--- src/rtl/mdio_mux_pkg.sv ---
// Package: shared field positions, register word map and frame builders
// for the MDIO management master. Assumes 16 buses at most (3-bit bus field).
package mdio_mux_pkg;

    localparam int DATA_W    = 32;
    localparam int REG_AW    = 3;
    localparam int PRM_W     = 26;   // stored parameter bits
    localparam int RADDR_W   = 21;   // stored register-address bits
    localparam int FRAME_W   = 64;   // bits per management frame
    localparam int SLOT_W    = $clog2(FRAME_W);
    localparam int RELEASE_N = 18;   // turnaround + data bits released on a read

    // parameter word fields
    localparam int FLD_PHY_LO = 16;
    localparam int FLD_C45    = 21;
    localparam int FLD_BUS_LO = 22;
    localparam int FLD_INT    = 25;
    localparam int OWN_BIT    = 28;

    // register word map
    localparam logic [REG_AW-1:0] A_RATE_INT = 3'd0;
    localparam logic [REG_AW-1:0] A_RATE_EXT = 3'd1;
    localparam logic [REG_AW-1:0] A_OWN      = 3'd2;
    localparam logic [REG_AW-1:0] A_PARAM    = 3'd3;
    localparam logic [REG_AW-1:0] A_RDATA    = 3'd4;
    localparam logic [REG_AW-1:0] A_RADDR    = 3'd5;
    localparam logic [REG_AW-1:0] A_CMD      = 3'd6;
    localparam logic [REG_AW-1:0] A_STAT     = 3'd7;

    typedef enum logic [1:0] {
        CMD_STOP  = 2'd0,
        CMD_WRITE = 2'd1,
        CMD_READ  = 2'd2
    } cmd_e;

    localparam logic [1:0] TA_DRIVE = 2'b10;

    // Assemble a frame, MSB first on the wire.
    function automatic logic [FRAME_W-1:0] frame_word(
        input logic [1:0]  st,
        input logic [1:0]  op,
        input logic [4:0]  phy,
        input logic [4:0]  sub,
        input logic [15:0] dat);
        return {32'hFFFF_FFFF, st, op, phy, sub, TA_DRIVE, dat};
    endfunction

    // Output-enable pattern: reads release turnaround and data bits.
    function automatic logic [FRAME_W-1:0] drive_mask(input logic rel);
        return rel ? {{(FRAME_W-RELEASE_N){1'b1}}, {RELEASE_N{1'b0}}}
                   : {FRAME_W{1'b1}};
    endfunction

endpackage

--- src/rtl/mdio_regfile.sv ---
// Module: register file and command decode.
// Holds rate, ownership, parameter and address words; turns command writes
// into start / cancel pulses. Assumes single-cycle write strobes.
module mdio_regfile
    import mdio_mux_pkg::*;
#(
    parameter logic [DATA_W-1:0] RATE_RST = 32'h0001_0002
) (
    input  logic               clk,
    input  logic               rst_n,
    input  logic               wr_en,
    input  logic               rd_en,
    input  logic [REG_AW-1:0]  addr,
    input  logic [DATA_W-1:0]  wdata,
    output logic [DATA_W-1:0]  rdata,
    input  logic               busy_i,
    input  logic               done_i,
    input  logic [15:0]        rd_result_i,
    output logic [DATA_W-1:0]  rate_int_o,
    output logic [DATA_W-1:0]  rate_ext_o,
    output logic [PRM_W-1:0]   param_o,
    output logic [RADDR_W-1:0] raddr_o,
    output logic               start_o,
    output logic               start_rd_o,
    output logic               cancel_o
);

    logic              own_q;
    logic [DATA_W-1:0] rd_mux;
    logic              cmd_wr;
    logic              cmd_go;

    // Purpose: decode a command write into start or cancel.
    always_comb begin
        cmd_wr     = wr_en && (addr == A_CMD);
        cmd_go     = (wdata == DATA_W'(CMD_WRITE)) || (wdata == DATA_W'(CMD_READ));
        start_o    = cmd_wr && cmd_go && !busy_i && (param_o[FLD_INT] || own_q);
        start_rd_o = wdata[1];
        cancel_o   = cmd_wr && (wdata == DATA_W'(CMD_STOP));
    end

    // Purpose: read multiplexer.
    always_comb begin
        case (addr)
            A_RATE_INT: rd_mux = rate_int_o;
            A_RATE_EXT: rd_mux = rate_ext_o;
            A_OWN:      rd_mux = DATA_W'(own_q) << OWN_BIT;
            A_PARAM:    rd_mux = DATA_W'(param_o);
            A_RDATA:    rd_mux = {16'b0, rd_result_i};
            A_RADDR:    rd_mux = DATA_W'(raddr_o);
            A_STAT:     rd_mux = DATA_W'(done_i);
            default:    rd_mux = '0;
        endcase
    end

    // Purpose: register writes and registered read data.
    always_ff @(posedge clk) begin
        if (!rst_n) begin
            rate_int_o <= RATE_RST;
            rate_ext_o <= RATE_RST;
            own_q      <= 1'b0;
            param_o    <= '0;
            raddr_o    <= '0;
            rdata      <= '0;
        end else begin
            if (wr_en) begin
                case (addr)
                    A_RATE_INT: rate_int_o <= wdata;
                    A_RATE_EXT: rate_ext_o <= wdata;
                    A_OWN:      own_q      <= wdata[OWN_BIT];
                    A_PARAM:    param_o    <= wdata[PRM_W-1:0];
                    A_RADDR:    raddr_o    <= wdata[RADDR_W-1:0];
                    default:    ;
                endcase
            end
            if (rd_en) rdata <= rd_mux;
        end
    end

    assert_blocked_ext_R10: assert property (@(posedge clk) disable iff (!rst_n)
        (start_o && !param_o[FLD_INT]) |-> own_q);

endmodule

--- src/rtl/mdio_clkgen.sv ---
// Module: MDC generator. While run_i is high it produces MDC with period
// divisor*(dividend+1) core cycles (minimum 2), low for floor(P/2).
// rise_o / fall_o mark the cycle whose clock edge changes MDC.
module mdio_clkgen
    import mdio_mux_pkg::*;
(
    input  logic              clk,
    input  logic              rst_n,
    input  logic              run_i,
    input  logic [DATA_W-1:0] rate_i,
    output logic              mdc_o,
    output logic              rise_o,
    output logic              fall_o
);

    localparam int PW = DATA_W + 1;

    logic [PW-1:0] per_raw;
    logic [PW-1:0] per_eff;
    logic [PW-1:0] low_len;
    logic [PW-1:0] high_len;
    logic [PW-1:0] cnt_q;

    // Purpose: phase lengths from the selected rate word.
    always_comb begin
        per_raw  = PW'(rate_i[15:0]) * (PW'(rate_i[31:16]) + PW'(1));
        per_eff  = (per_raw < PW'(2)) ? PW'(2) : per_raw;
        low_len  = per_eff >> 1;
        high_len = per_eff - low_len;
        rise_o   = run_i && !mdc_o && (cnt_q >= low_len - PW'(1));
        fall_o   = run_i &&  mdc_o && (cnt_q >= high_len - PW'(1));
    end

    // Purpose: phase counter and MDC level.
    always_ff @(posedge clk) begin
        if (!rst_n || !run_i) begin
            cnt_q <= '0;
            mdc_o <= 1'b0;
        end else if (rise_o) begin
            cnt_q <= '0;
            mdc_o <= 1'b1;
        end else if (fall_o) begin
            cnt_q <= '0;
            mdc_o <= 1'b0;
        end else begin
            cnt_q <= cnt_q + PW'(1);
        end
    end

    assert_idle_low_R7: assert property (@(posedge clk) disable iff (!rst_n)
        !run_i |=> !mdc_o);

endmodule

--- src/rtl/mdio_frame_engine.sv ---
// Module: frame shifter. Latches the transaction at start, shifts one bit
// per MDC period (changing on the falling edge), samples read data on the
// rising edge and chains the second clause-45 frame. Assumes mdio_in_i is
// already synchronous to clk.
module mdio_frame_engine
    import mdio_mux_pkg::*;
#(
    parameter int NB   = 8,
    parameter int IDXW = 4
) (
    input  logic               clk,
    input  logic               rst_n,
    input  logic               start_i,
    input  logic               rd_i,
    input  logic               cancel_i,
    input  logic [PRM_W-1:0]   param_i,
    input  logic [RADDR_W-1:0] raddr_i,
    input  logic               rise_i,
    input  logic               fall_i,
    input  logic               mdc_i,
    input  logic               mdio_in_i,
    output logic               busy_o,
    output logic               done_o,
    output logic [15:0]        rdval_o,
    output logic               mdio_o,
    output logic               mdio_oe_o,
    output logic [IDXW-1:0]    bus_idx_o,
    output logic               ext_o
);

    logic [FRAME_W-1:0] frame_q;
    logic [FRAME_W-1:0] oe_q;
    logic [SLOT_W-1:0]  slot_q;
    logic               second_q;
    logic               c45_q;
    logic               rd_q;
    logic [4:0]         phy_q;
    logic [4:0]         dev_q;
    logic [15:0]        wdat_q;
    logic [FRAME_W-1:0] first_frame;
    logic [FRAME_W-1:0] first_oe;
    logic [FRAME_W-1:0] next_frame;
    logic [2:0]         busnum;

    // Purpose: build the first frame and the chained clause-45 data frame.
    always_comb begin
        busnum = param_i[FLD_BUS_LO +: 3];
        if (param_i[FLD_C45]) begin
            first_frame = frame_word(2'b00, 2'b00, param_i[FLD_PHY_LO +: 5],
                                     raddr_i[20:16], raddr_i[15:0]);
            first_oe    = drive_mask(1'b0);
        end else begin
            first_frame = frame_word(2'b01, rd_i ? 2'b10 : 2'b01,
                                     param_i[FLD_PHY_LO +: 5], raddr_i[4:0],
                                     rd_i ? 16'h0 : param_i[15:0]);
            first_oe    = drive_mask(rd_i);
        end
        next_frame = frame_word(2'b00, rd_q ? 2'b11 : 2'b01, phy_q, dev_q,
                                rd_q ? 16'h0 : wdat_q);
        mdio_o    = busy_o && frame_q[FRAME_W-1];
        mdio_oe_o = busy_o && oe_q[FRAME_W-1];
    end

    // Purpose: transaction sequencing, bit shifting and read capture.
    always_ff @(posedge clk) begin
        if (!rst_n) begin
            busy_o    <= 1'b0;
            done_o    <= 1'b0;
            rdval_o   <= '0;
            frame_q   <= '0;
            oe_q      <= '0;
            slot_q    <= '0;
            second_q  <= 1'b0;
            c45_q     <= 1'b0;
            rd_q      <= 1'b0;
            phy_q     <= '0;
            dev_q     <= '0;
            wdat_q    <= '0;
            bus_idx_o <= '0;
            ext_o     <= 1'b0;
        end else if (cancel_i) begin
            busy_o <= 1'b0;
            done_o <= 1'b0;
        end else if (start_i) begin
            busy_o    <= 1'b1;
            done_o    <= 1'b0;
            rdval_o   <= '0;
            frame_q   <= first_frame;
            oe_q      <= first_oe;
            slot_q    <= '0;
            second_q  <= 1'b0;
            c45_q     <= param_i[FLD_C45];
            rd_q      <= rd_i;
            phy_q     <= param_i[FLD_PHY_LO +: 5];
            dev_q     <= raddr_i[20:16];
            wdat_q    <= param_i[15:0];
            ext_o     <= !param_i[FLD_INT];
            bus_idx_o <= param_i[FLD_INT] ? IDXW'(busnum) : IDXW'(NB) + IDXW'(busnum);
        end else if (busy_o) begin
            if (rise_i && !oe_q[FRAME_W-1])
                rdval_o <= {rdval_o[14:0], mdio_in_i};
            if (fall_i) begin
                if (slot_q == SLOT_W'(FRAME_W - 1)) begin
                    slot_q <= '0;
                    if (c45_q && !second_q) begin
                        second_q <= 1'b1;
                        frame_q  <= next_frame;
                        oe_q     <= drive_mask(rd_q);
                    end else begin
                        busy_o <= 1'b0;
                        done_o <= 1'b1;
                    end
                end else begin
                    slot_q  <= slot_q + SLOT_W'(1);
                    frame_q <= {frame_q[FRAME_W-2:0], 1'b0};
                    oe_q    <= {oe_q[FRAME_W-2:0], 1'b0};
                end
            end
        end
    end

    assert_done_after_last_R4: assert property (@(posedge clk) disable iff (!rst_n)
        $rose(done_o) |-> (!$past(c45_q) || $past(second_q)));

    assert_done_hold_R5: assert property (@(posedge clk) disable iff (!rst_n)
        (done_o && !cancel_i && !start_i) |=> done_o);

    assert_drive_stable_R8: assert property (@(posedge clk) disable iff (!rst_n)
        (busy_o && mdc_i && !fall_i && !cancel_i) |=> ($stable(mdio_o) && $stable(mdio_oe_o)));

endmodule

--- src/rtl/mdio_bus_steer.sv ---
// Module: per-bus steering. Routes MDC and MDIO drive to the selected bus
// only and returns that bus's MDIO input. Unselected buses stay quiet.
module mdio_bus_steer #(
    parameter int NB   = 8,
    parameter int IDXW = 4
) (
    input  logic              clk,
    input  logic              rst_n,
    input  logic              active_i,
    input  logic [IDXW-1:0]   idx_i,
    input  logic              mdc_i,
    input  logic              mdio_i,
    input  logic              mdio_oe_i,
    output logic [2*NB-1:0]   mdc_v,
    output logic [2*NB-1:0]   mdio_v,
    output logic [2*NB-1:0]   mdio_oe_v,
    input  logic [2*NB-1:0]   mdio_in_v,
    output logic              mdio_in_o
);

    localparam int NBUS = 2 * NB;

    // Purpose: one gated lane per bus.
    for (genvar g = 0; g < NBUS; g++) begin : g_lane
        logic hit;
        assign hit          = active_i && (idx_i == IDXW'(g));
        assign mdc_v[g]     = hit && mdc_i;
        assign mdio_v[g]    = hit && mdio_i;
        assign mdio_oe_v[g] = hit && mdio_oe_i;
    end

    assign mdio_in_o = mdio_in_v[idx_i];

    assert_one_clock_R6: assert property (@(posedge clk) disable iff (!rst_n)
        $onehot0(mdc_v));

    assert_one_driver_R6: assert property (@(posedge clk) disable iff (!rst_n)
        $onehot0(mdio_oe_v));

endmodule

--- src/rtl/mdio_mux_master.sv ---
// Module: top of the MDIO management master with bus multiplexer.
// Connects register file, MDC generator, frame engine and bus steering.
// Assumes NB_SIDE <= 8 because the bus field is 3 bits wide.
module mdio_mux_master
    import mdio_mux_pkg::*;
#(
    parameter int                NB_SIDE  = 8,
    parameter logic [DATA_W-1:0] RATE_RST = 32'h0001_0002,
    localparam int               NBUS     = 2 * NB_SIDE,
    localparam int               IDXW     = $clog2(NBUS)
) (
    input  logic              clk,
    input  logic              rst_n,
    input  logic              reg_wr,
    input  logic              reg_rd,
    input  logic [REG_AW-1:0] reg_addr,
    input  logic [DATA_W-1:0] reg_wdata,
    output logic [DATA_W-1:0] reg_rdata,
    output logic [NBUS-1:0]   mdc_o,
    output logic [NBUS-1:0]   mdio_o,
    output logic [NBUS-1:0]   mdio_oe,
    input  logic [NBUS-1:0]   mdio_i
);

    logic [DATA_W-1:0]  rate_int, rate_ext, rate_sel;
    logic [PRM_W-1:0]   param;
    logic [RADDR_W-1:0] raddr;
    logic               start, start_rd, cancel;
    logic               busy, done, ext_sel;
    logic [15:0]        rdval;
    logic               mdc, rise, fall;
    logic               bit_o, bit_oe, bit_in;
    logic [IDXW-1:0]    bus_idx;

    assign rate_sel = ext_sel ? rate_ext : rate_int;

    mdio_regfile #(.RATE_RST(RATE_RST)) u_regs (
        .clk(clk), .rst_n(rst_n), .wr_en(reg_wr), .rd_en(reg_rd),
        .addr(reg_addr), .wdata(reg_wdata), .rdata(reg_rdata),
        .busy_i(busy), .done_i(done), .rd_result_i(rdval),
        .rate_int_o(rate_int), .rate_ext_o(rate_ext), .param_o(param),
        .raddr_o(raddr), .start_o(start), .start_rd_o(start_rd),
        .cancel_o(cancel)
    );

    mdio_clkgen u_clk (
        .clk(clk), .rst_n(rst_n), .run_i(busy), .rate_i(rate_sel),
        .mdc_o(mdc), .rise_o(rise), .fall_o(fall)
    );

    mdio_frame_engine #(.NB(NB_SIDE), .IDXW(IDXW)) u_eng (
        .clk(clk), .rst_n(rst_n), .start_i(start), .rd_i(start_rd),
        .cancel_i(cancel), .param_i(param), .raddr_i(raddr),
        .rise_i(rise), .fall_i(fall), .mdc_i(mdc), .mdio_in_i(bit_in),
        .busy_o(busy), .done_o(done), .rdval_o(rdval),
        .mdio_o(bit_o), .mdio_oe_o(bit_oe), .bus_idx_o(bus_idx),
        .ext_o(ext_sel)
    );

    mdio_bus_steer #(.NB(NB_SIDE), .IDXW(IDXW)) u_steer (
        .clk(clk), .rst_n(rst_n), .active_i(busy), .idx_i(bus_idx),
        .mdc_i(mdc), .mdio_i(bit_o), .mdio_oe_i(bit_oe),
        .mdc_v(mdc_o), .mdio_v(mdio_o), .mdio_oe_v(mdio_oe),
        .mdio_in_v(mdio_i), .mdio_in_o(bit_in)
    );

endmodule

--- config.mk ---
export PLATFORM = sky130hd
export DESIGN_NAME = mdio_mux_master
export DESIGN_NICKNAME = d
export VERILOG_FILES = /design/src/rtl/mdio_mux_pkg.sv /design/src/rtl/mdio_regfile.sv /design/src/rtl/mdio_clkgen.sv /design/src/rtl/mdio_frame_engine.sv /design/src/rtl/mdio_bus_steer.sv /design/src/rtl/mdio_mux_master.sv
export SDC_FILE = /design/constraint.sdc
export NUM_CORES = 2
export LEC_CHECK = 0
export ABC_AREA = 1
export CORE_MARGIN = 3
export CORE_UTILIZATION = 65
export CTS_CLUSTER_SIZE = 16
export DETAILED_ROUTE_END_ITERATION = 8
export DONT_BUFFER_PORTS = 1
export GPL_TIMING_DRIVEN = 0
export MAX_ROUTING_LAYER = met4
export PLACE_DENSITY = 0.79
export SKIP_LAST_GASP = 1
export SLEW_MARGIN = 40
export SYNTH_ARGS = -nofsm -noshare
export SYNTH_HDL_FRONTEND = slang
export SYNTH_HIERARCHICAL = 1
export SYNTH_SLANG_ARGS = --single-unit
--- constraint.sdc ---
create_clock -name clk -period 20.7 [get_ports clk]
set_input_delay 4.14 -clock clk [delete_from_list [all_inputs] [get_ports clk]]
set_output_delay 4.14 -clock clk [all_outputs]
set_load 0.005 [all_outputs]
# Word-level counts from Yosys, hierarchy flattened
# Index checks and enable logic that the tools add are counted.
# word_totals
register_bits	364
out_inout_bits	80
# op_classes
add_sub_neg	7
multipliers	1
muxes	43
n_lt_le_gt_ge	4
n_eq_ne	26
bitwise_logic	3
reduce_logical	109
# op_table
cell	n
$mux W64	11
$pmux W32 S7	1
$mux W16	5
$logic_and A1 B1 Y1	77
$ge A33 B33 Y1	2
$mux W18	2
$add A33 B1 Y33 const B	1
$lt A33 B2 Y1 const B	1
$mul A16 B33 Y33	1
$mux W33	1
$sub A32 B1 Y33 const B	1
$sub A33 B1 Y33 const B	1
$sub A33 B32 Y33	1
$eq A32 B1 Y1 const B	1
$eq A32 B2 Y1 const B	1
$eq A4 B4 Y1 const B	8
$logic_not A32 Y1	1
$mux W32	1
$mux W31	1
$mux W6	4
$add A16 B1 Y17 const B	1
$eq A4 B3 Y1 const B	4
$mux W1	13
$eq A3 B3 Y1 const B	4
other kinds (24)	49

# Longest topological paths before layout
# depth
depth_word	12
depth_mapped	87
depth_no_buf	84

# By module
# The synthesis kept the hierarchy.
# modules_own_cells
mod	area_each_um2	cells_each	n_inst
mdio_clkgen	16684.8	2434	1
mdio_frame_engine	7791.2	1100	1
mdio_regfile	6169.7	873	1
mdio_bus_steer	519.2	126	1
mdio_mux_master	491.7	104	1

# Worst setup path before layout
# OpenSTA, ideal clock, no wires.
# synth_timing
path_kind	register -> register
startpoint	register, netlist name u_eng/bus_idx_o[3]
endpoint	register u_eng.frame_q[17]
path_stages_with_launch	75
path_buffers	5
arrival_time_ns	11.481
required_ns	20.582
path_slack_ns	9.101
path_cell_list	dfxtp_1 buf_6 clkbuf_8 nand2_1 nand2_1 inv_2 nor3_1 nand2_1 nor2_1 inv_1 nor2_1 inv_2 nor2_1 nand2_1 nor3_1 nand3_1 xor2_1 clkbuf_1 (+39 left out) a21oi_1 nor2_1 a211oi_1 o21ai_0 a21oi_1 nor2_1 a211oi_1 o21ai_0 nand3_1 inv_1 nand3_1 nand2_2 nand2_4 inv_2 buf_6 buf_4 o21ai_1 nor2_1
# synth_lines
item	line_no	rtl
end signal, assigned	mdio_frame_engine.sv:88	frame_q <= first_frame;
end signal, assigned	mdio_frame_engine.sv:107	frame_q <= next_frame;
end signal, assigned	mdio_frame_engine.sv:115	frame_q <= {frame_q[FRAME_W-2:0], 1'b0};
end, declared	mdio_frame_engine.sv:31	logic [FRAME_W-1:0] frame_q;

==> results.cfg <==
[critical_path]
critPathRequiredTime_ps = 21160
worst_path_max_delay_cell = fa_1
cp.arrival_ps = 14980
end_kind = flip-flop
slowest_delay_ps = 590
path_buf_inv = 15
cp_top_family = simple AND/OR/NAND/NOR gates
path_class = reg -> reg
path_max_fanout = 10
critPathLaunchType = flip-flop
crit_top_cell = nand2_1

[yosys]
synth_seq_cells = 363
synth_top_area_share_pct = 23.0
ys_warn_count = 6
ys.flop_type = dfxtp_1
synth_cell_types = 60
netlist_top_cells_count = nand2_1, inv_1, nor2_1, dfxtp_1, a21oi_1
yosysTopAreaCell = dfxtp_1
synth_most_common_cell = nand2_1
ys_seq_area_share_pct = 23.0
postSynthCellCount = 4637
synth_edf_count = 0
syn_nets = 5160
synth_area_leaders = dfxtp_1, nand2_1, fa_1, ha_1, inv_1
syn_area_um2 = 31700
syn_avg_cell_area_um2 = 6.83
async_flop_share_pct = 0

[timing]
relSlewSlack_pct = 41.6
timing.final.ws_setup_ps = 6180
fmax_mhz = 68.9
period_minus_slack_ps = 14520
min_period_over_period_pct = 70.1
hold_viol = 0
tns_ps = 0
drv_slew = 0
rsz0062_at_grt = false
holdWs_ps = 455
skew_ps = 23.8
tightest_slew_ps = 870
setup_viol = 0

[die]
initial_core_util_pct = 66.0
die_w_um = 227
fp.dieH_um = 227
core_area_um2 = 47900
dieArea_um2 = 51400
placementRows = 80
io_pins = 135

[drt]
vias_per_cell = 5.64
vias = 30000
drc = 0
drt-pass1-iter-count = 6
first_iter_violations = 3420
wl_per_cell_um = 16.8
drt.antenna.violating_nets = 0
finalWirelength_mm = 89.4

[global_route]
grt_pass1_vias = 28300
overflow = 0
antenna_found_initial = 1
grt_usage_pct = 35.9
grt_pass1_wl_mm = 144
grt_max_degree = 15

[cells_and_area]
layout.cells.non_filler = 5323
fillers = 4212
layout-area-overhead-vs-synth_pct = 6.53
nets = 5202
drive_above_1_share_pct = 5.40
finish.utilization_pct = 70.3

[power_and_ir_drop]
p_per_area_nw_per_um2 = 52.4
ir_worst_vdd_uv = 73.5
p_leak_nw = 16.4

[clocking]
htreeDepth = 2
cts_setup_buffers = 0
ctsResizeCount = 0
cts_root_buf = clkbuf_16
clk_path_buf_depth = 3
insertion_delay_ps = 570
cts-hold-fix-buffers = 0
cts_made_buffers = 40
cts_sinks = 363
cts_tree = built
path_clk_slew_ps = 60

[placed_design]
hpwl_mm = 70.0
dp.cells = 5252
gp_congestion = 0.998
portBuffers = 0
place_ws_ps = 6300

[flow_run]
drv_cap = 0

[hold_path]
min_path_type = reg -> reg

[run_status]
status = finished, final reports clean
final cells by class:
cell class	instances	area, um^2	share of cell area [%]
clock buffers	53	1110	3.29
well taps	615	769	2.28
clock inverters	17	184	0.545
flip-flops and latches	363	7270	21.5
inverters	724	2730	8.08
multi-input cells	3350	20700	61.3
diodes	1	2.50	0.00742
plain buffers	200	995	2.95
final timing paths:
path,start,end,slack [ps],cells past startpoint
min,u_eng/oe_q[16],u_eng/oe_q[17],450,2
min reg2reg,u_eng/oe_q[16],u_eng/oe_q[17],450,2
max,u_eng/bus_idx_o[3],u_eng/frame_q[7],6180,71
max reg2reg,u_eng/bus_idx_o[3],u_eng/frame_q[7],6180,71
sequential cells by signal, indices dropped and copies added, names as in the netlist, 6 cells and up:
signal / count
u_regs/rate_ext_o: 32
u_eng/oe_q: 64
u_regs/raddr_o: 21
u_clk/cnt_q: 33
u_eng/slot_q: 6
u_regs/rate_int_o: 32
u_eng/wdat_q: 16
u_eng/frame_q: 64
u_regs/param_o: 26
u_regs/rdata: 32
u_eng/rdval_o: 16
per-stage QoR:
step / power [mW] / instance area [um^2]
floorplan: 0.979 / 31700
CTS: 1.77 / 33700
finish: 1.77 / 33700
global route: 1.85 / 33700
detailed placement: 1.07 / 32400
global placement: 1.06 / 32400
cell usage in the layout, fill, tap and decap left out, drive strengths merged, types with 2 or more instances in the layout:
cell	n
clkbuf	162
xor2	71
and3	3
a21oi	298
nand2	1190
nor4	14
o211ai	2
xnor2	14
o22ai	10
inv	718
nand3	256
a21boi	8
clkinvlp	2
or2	5
nor2	506
buf	91
nor3	135
o21ai	268
and2	5
a31oi	9
ha	259
a211oi	4
nand4	55
bufinv	2
nand3b	10
o21bai	7
clkinv	19
a221oi	3
dfxtp	363
fa	209
worst min-delay path, stage by stage (launching register included):
cell and delay, ps:
dfxtp_1 310, nand2_1 60, a21oi_1 50
routing by layer:
layer | vias to the layer above | GRT usage [%] | wire, um
li1 | 14600 | - | -
met1 | 13700 | 48.0 | 38400
met2 | 1424 | 54.4 | 38300
met3 | 246 | 6.37 | 8800
met4 | 0 | 13.9 | 3880
met5 | - | - | 0
power breakdown:
group | internal [mW] | total [mW] | switching (mW)
combinational | 0.116 | 0.351 | 0.235
sequential | 0.706 | 0.712 | 0.00617
clock | 0.407 | 0.705 | 0.298
total | 1.23 | 1.77 | 0.539
logic make-up after synthesis:
kind of cell	share of synthesized area (%)
flops	23.0
simple gates	29.3
xor+xnor	2.38
fa+ha+maj	23.5
buf+inv	11.8
compound gates	10.1
Note: power is estimated with default switching activity, not from simulation.
